--- src/rtl/tph_pkg.sv ---
`timescale 1ns/1ps
package tph_pkg;
  localparam int STB_N = 4;

  function automatic logic [STB_N-1:0] grp_onehot(input logic [1:0] g);
    return STB_N'(1) << g;
  endfunction
endpackage

--- src/rtl/tph_shift_engine.sv ---
`timescale 1ns/1ps
module tph_shift_engine #(
  parameter int DOTS   = 1728,
  parameter int WORD_W = 8
) (
  input  logic              clk,
  input  logic              rst,
  input  logic              go,
  input  logic [WORD_W-1:0] word_data,
  input  logic              word_valid,
  output logic              word_ready,
  output logic              pclk,
  output logic              pdat,
  output logic              last
);
  localparam int DOT_W = (DOTS > 1) ? $clog2(DOTS) : 1;
  localparam int BIT_W = $clog2(WORD_W + 1);

  logic              active;
  logic              phase;
  logic [DOT_W-1:0]  dot_idx;
  logic [BIT_W-1:0]  bits_left;
  logic [WORD_W-1:0] sreg;

  assign word_ready = active && (bits_left == '0);

  always_ff @(posedge clk) begin
    if (rst) begin
      active    <= 1'b0;
      phase     <= 1'b0;
      dot_idx   <= '0;
      bits_left <= '0;
      sreg      <= '0;
      pclk      <= 1'b0;
      pdat      <= 1'b0;
      last      <= 1'b0;
    end else begin
      last <= 1'b0;
      if (go) begin
        active    <= 1'b1;
        phase     <= 1'b0;
        dot_idx   <= '0;
        bits_left <= '0;
        pclk      <= 1'b0;
      end else if (active) begin
        if (bits_left == '0) begin
          pclk <= 1'b0;
          if (word_valid) begin
            sreg      <= word_data;
            bits_left <= BIT_W'(WORD_W);
            phase     <= 1'b0;
          end
        end else if (!phase) begin
          pdat  <= sreg[WORD_W-1];
          pclk  <= 1'b0;
          phase <= 1'b1;
        end else begin
          pclk      <= 1'b1;
          sreg      <= sreg << 1;
          bits_left <= bits_left - BIT_W'(1);
          phase     <= 1'b0;
          if (dot_idx == DOT_W'(DOTS - 1)) begin
            active <= 1'b0;
            last   <= 1'b1;
          end else begin
            dot_idx <= dot_idx + DOT_W'(1);
          end
        end
      end else begin
        pclk <= 1'b0;
      end
    end
  end
endmodule

--- src/rtl/tph_strobe_seq.sv ---
`timescale 1ns/1ps
module tph_strobe_seq
  import tph_pkg::*;
#(
  parameter int PW_W  = 8,
  parameter int GAP_A = 2,
  parameter int GAP_B = 5,
  parameter int GAP_C = 2
) (
  input  logic             clk,
  input  logic             rst,
  input  logic             go,
  input  logic [PW_W-1:0]  pw,
  input  logic             active_low,
  output logic [STB_N-1:0] stb,
  output logic             done
);
  localparam int GMAX = (GAP_A > GAP_B) ? ((GAP_A > GAP_C) ? GAP_A : GAP_C)
                                        : ((GAP_B > GAP_C) ? GAP_B : GAP_C);
  localparam int GW   = $clog2(GMAX + 1);
  localparam int CW   = (PW_W > GW) ? PW_W : GW;

  function automatic logic [CW-1:0] gap_len(input logic [1:0] g);
    case (g)
      2'd0:    return CW'(GAP_A);
      2'd1:    return CW'(GAP_B);
      default: return CW'(GAP_C);
    endcase
  endfunction

  logic          running;
  logic          in_gap;
  logic          fin;
  logic [1:0]    grp;
  logic [CW-1:0] cnt;
  logic [CW-1:0] pw_eff;

  assign pw_eff = (pw == '0) ? CW'(1) : CW'(pw);

  always_ff @(posedge clk) begin
    if (rst) begin
      running <= 1'b0;
      in_gap  <= 1'b0;
      fin     <= 1'b0;
      grp     <= '0;
      cnt     <= '0;
      stb     <= '0;
      done    <= 1'b0;
    end else begin
      done <= fin;
      fin  <= 1'b0;
      if (running && !in_gap) stb <= grp_onehot(grp) ^ {STB_N{active_low}};
      else                    stb <= {STB_N{active_low}};
      if (go) begin
        running <= 1'b1;
        in_gap  <= 1'b0;
        grp     <= '0;
        cnt     <= pw_eff;
      end else if (running) begin
        if (cnt == CW'(1)) begin
          if (!in_gap) begin
            if (grp == 2'd3) begin
              running <= 1'b0;
              fin     <= 1'b1;
            end else begin
              in_gap <= 1'b1;
              cnt    <= gap_len(grp);
            end
          end else begin
            in_gap <= 1'b0;
            grp    <= grp + 2'd1;
            cnt    <= pw_eff;
          end
        end else begin
          cnt <= cnt - CW'(1);
        end
      end
    end
  end
endmodule

--- src/rtl/tph_line_ctrl.sv ---
`timescale 1ns/1ps
module tph_line_ctrl
  import tph_pkg::*;
#(
  parameter int DOTS   = 1728,
  parameter int WORD_W = 8,
  parameter int PW_W   = 8,
  parameter int GAP_A  = 2,
  parameter int GAP_B  = 5,
  parameter int GAP_C  = 2
) (
  input  logic              clk,
  input  logic              rst,
  input  logic              print_cmd,
  input  logic [WORD_W-1:0] dot_word,
  input  logic              dot_valid,
  output logic              dot_ready,
  input  logic [PW_W-1:0]   pulse_width,
  input  logic              stb_active_low,
  output logic              head_clk,
  output logic              head_data,
  output logic              head_latch,
  output logic [STB_N-1:0]  strobe,
  output logic              line_done,
  output logic              busy
);
  logic            accept;
  logic            sh_last;
  logic [PW_W-1:0] pw_line;

  assign accept = print_cmd && !busy;

  always_ff @(posedge clk) begin
    if (rst) begin
      busy       <= 1'b0;
      pw_line    <= '0;
      head_latch <= 1'b0;
    end else begin
      head_latch <= sh_last;
      if (accept) begin
        busy    <= 1'b1;
        pw_line <= pulse_width;
      end else if (line_done) begin
        busy <= 1'b0;
      end
    end
  end

  tph_shift_engine #(.DOTS(DOTS), .WORD_W(WORD_W)) u_shift (
    .clk(clk), .rst(rst), .go(accept),
    .word_data(dot_word), .word_valid(dot_valid), .word_ready(dot_ready),
    .pclk(head_clk), .pdat(head_data), .last(sh_last)
  );

  tph_strobe_seq #(.PW_W(PW_W), .GAP_A(GAP_A), .GAP_B(GAP_B), .GAP_C(GAP_C)) u_stb (
    .clk(clk), .rst(rst), .go(sh_last), .pw(pw_line),
    .active_low(stb_active_low), .stb(strobe), .done(line_done)
  );
endmodule

--- config.mk ---
export PLATFORM = sky130hd
export DESIGN_NAME = tph_line_ctrl
export DESIGN_NICKNAME = d
export VERILOG_FILES = /design/src/rtl/tph_pkg.sv /design/src/rtl/tph_shift_engine.sv /design/src/rtl/tph_strobe_seq.sv /design/src/rtl/tph_line_ctrl.sv
export SDC_FILE = /design/constraint.sdc
export NUM_CORES = 1
export LEC_CHECK = 0
export BUFFER_PORTS_ARGS = -buffer_cell sky130_fd_sc_hd__buf_4
export CAP_MARGIN = 25
export CORE_ASPECT_RATIO = 1.75
export CORE_UTILIZATION = 40
export DETAILED_ROUTE_END_ITERATION = 8
export GPL_ROUTABILITY_DRIVEN = 0
export HOLD_SLACK_MARGIN = 0.12
export SLEW_MARGIN = 20
export SYNTH_ARGS = -nofsm -noshare
export SYNTH_HDL_FRONTEND = slang
export SYNTH_SLANG_ARGS = --single-unit
--- constraint.sdc ---
create_clock -name clk -period 2.35 [get_ports clk]
set_input_delay 0 -clock clk [delete_from_list [all_inputs] [get_ports clk]]
set_output_delay 0 -clock clk [all_outputs]
set_load 0.05 [all_outputs]
==> metrics.md <==
| Metric | Value |
|---|---|
| Share of post-route cells with drive strength above 1 | 15.01% |
| LEAKAGE | 0.001242 uW |
| DRC Markers | 0 |
| Synthesized Nets | 353 |
| N_diodes | 0 |
| Primary FF master, synth | dfxtp_1 |
| Chip height | 110.8 um |
| Clock slew at reported path FFs | 0.07 ns |
| Via density | 5.593 |
| TritonCTS buffer count | 5 |
| Fmax | 499.1 MHz |
| Final setup fails | 0 |
| # IOs | 31 |
| # resized after CTS | 0 |
| Final core occ | 51.49% |
| Largest net degree at the start of global routing | 38 |
| Max Slew Vio Count | 0 |
| TritonRoute pass-1 iters | 4 |
| Clock latency on the worst-skew pair | 0.29 ns |
| Crit path kind | flip-flop to flip-flop |
| Core ar. | 6539 um2 |
| Peak VDD IR | 320.4 uV |
| Setup crit end kind | flip-flop |
| Clk_skew | 0.008010 ns |
| Fill cells | 657 |
| Post-synth ARST share | 0% |
| Tot GR Track Use | 20.06% |
| Vias in the first global route | 2386 |
| Cell Pwr Density | 569.0 nW/um2 |
| Max Cap Viol | 0 |
| Total negative slack | 0 ns |
| Num Clock Sinks | 56 |
| H-tree Lvls | 2 |
| Synth area leaders | dfxtp_1 41%, a21oi_1 6.3%, nand2_1 6.0% |
| Final ANT Viol Nets | 0 |
| Fin nets | 401 |
| Grt total ovfl | 0 |
| Die area | 7115 um2 |
| Period minus WS final | 2.004 ns |
| Slew headroom | 57.05% |
| Synth Cell Area | 2708 um2 |
| First-pass GRT wire length | 11.19 mm |
| Port bufs | 30 |
| Gate Count Post-Synth | 325 |
| Critical path arrival | 2.17 ns |
| Rows | 39 |
| #FFs+latches synth | 56 |
| Startpoint Class | flip-flop |
| Initial Util | 41.41% |
| Largest stage delay on the critical path | 0.43 ns |
| Status | finished, final reports clean |
| Final hold vios | 0 |
| Crit path max-delay cell type | dfxtp_1 |
| Clock Tree Root | clkbuf_16 |
| Commonest non-fill, non-tap cell in the layout | dfxtp_1 |
| WL final | 6.756 mm |
| Cell taking the most area after synthesis | dfxtp_1 |
| Avg Synthesized Cell Area | 8.331 um2 |
| Area grow syn2layout | 24.35% |
| Ys Warns | 0 |
| Initial DRC count | 181 |
| Post-synth EDFFs | 0 |
| Count of cell types in the netlist | 57 |
| Initial antenna violation count | 0 |
| CTS tree | built |
| DIE WIDTH | 64.20 um |
| RSZ-0062 raised after global routing | no |
| Commonest cells after routing, fill and taps aside | 56 x dfxtp_1, 43 x nand2_1, 40 x buf_4, 34 x a21oi_1, 30 x nor2_1 |
| CP max FO | 10 |
| Wire per inst | 14.85 um |
| Share of the synthesized area in the top cell type | 41.40% |
| Clk buf depth | 2 |
| Hold Crit Class | input pin to flip-flop |
| DP Wirelength | 4.784 mm |
| Worst-margin pin slew | 0.6383 ns |
| Final period util | 85.27% |
| Sequential cell area fraction in the yosys report | 41.40% |
| CP Data Required Time | 2.52 ns |
| Via count | 2545 |
| Worst-path cell chain | ha_1, nor4b_1, buf_4, nand2_1, o311ai_0, a21oi_1 |
worst paths after layout:
path                              from                         to  slack (ns)  depth (start not counted)
min                          print_cmd  u_shift.active$_SDFF_PP0_        0.19                          4
max reg2reg  u_stb.cnt[0]$_SDFFE_PP0P_  u_stb.cnt[0]$_SDFFE_PP0P_        0.35                          6
min reg2reg       u_stb.fin$_SDFF_PP0_      u_stb.done$_SDFF_PP0_        0.44                          1
max          u_stb.cnt[0]$_SDFFE_PP0P_  u_stb.cnt[0]$_SDFFE_PP0P_        0.35                          6
flip-flops by register name, indices dropped and copies added (netlist names), 2 cells and up:
signal             cells
u_shift.sreg           8
u_stb.cnt              8
u_stb.stb              4
u_shift.dot_idx       11
pw_line                8
u_stb.grp              2
u_shift.bits_left      4
worst max-delay path, delay by kind of cell, from the launching register on:
| family | cells | cell delay [ns] |
|---|---|---|
| AND/OR/NAND/NOR | 2 | 0.53 |
| adder cells (fa/ha/maj) | 1 | 0.21 |
| flip-flops | 1 | 0.43 |
| buffers and inverters | 1 | 0.25 |
| AO/OA/AOI/OAI | 2 | 0.46 |
repair_timing:
action,in CTS,in global routing
hold endpoints to repair,25,0
hold buffers,20,0
buffers inserted,0,0
report_power, final:
part           internal (uW)  switching (uW)  leakage, uW
registers                973            19.4     0.000455
logic                   92.4             113     0.000721
clock network            389             330    0.0000667
final cells by class:
class                   instances  area [um2]  area share [%]
well taps                      82       102.6           3.047
repair buffers                 60       500.5           14.86
clock buffers                   6       128.9           3.828
inverters                      11       41.29           1.226
multi-input cells             239        1468           43.59
clock inverters                 1       5.005          0.1486
flip-flops and latches         56        1121           33.30
routing by layer:
layer | GRT usage (%) | up-vias | part of all wire [%]
met5 | 0 | - | 0
met1 | 22.63 | 1184 | 42
met3 | 3.292 | 13 | 2.9
met4 | 9.926 | 0 | 2.7
li1 | - | 1285 | -
met2 | 35.46 | 63 | 52
Yosys cell counts (all sizes together), types with 4 or more instances:
| cell | number |
|---|---|
| xor2 | 4 |
| nand2 | 44 |
| o21ai | 8 |
| mux2i | 4 |
| nor4 | 6 |
| nand4 | 8 |
| nor3 | 5 |
| buf | 5 |
| a311oi | 10 |
| a21oi | 34 |
| nand2b | 5 |
| ha | 7 |
| nor2 | 30 |
| clkbuf | 14 |
| o31ai | 6 |
| or4 | 8 |
| dfxtp | 56 |
| nand3 | 5 |
| nor2b | 4 |
| inv | 11 |
stage by stage:
stage / cells / power, uW / setup WS [ns] / hold slack (ns) / instance area (um2)
after floorplan: 325 / 1119 / 0.3639 / 0.1112 / 2708
after global placement: 428 / 1193 / 0.4511 / 0.2459 / 3033
after detailed placement: 428 / 1193 / 0.3759 / 0.2478 / 3033
after CTS: 455 / 1939 / 0.3626 / 0.1859 / 3367
after global routing: 455 / 1991 / 0.2151 / 0.2229 / 3367
final: 455 / 1916 / 0.3463 / 0.1865 / 3367
cells by family after synthesis:
logic type | synth area share (%)
compound gates | 20.89
flops | 41.40
buf+inv | 4.390
mux | 2.311
xor+xnor | 1.941
simple gates | 25.83
fa+ha+maj | 3.235
No activity file was read; power rests on OpenSTA's default activity.
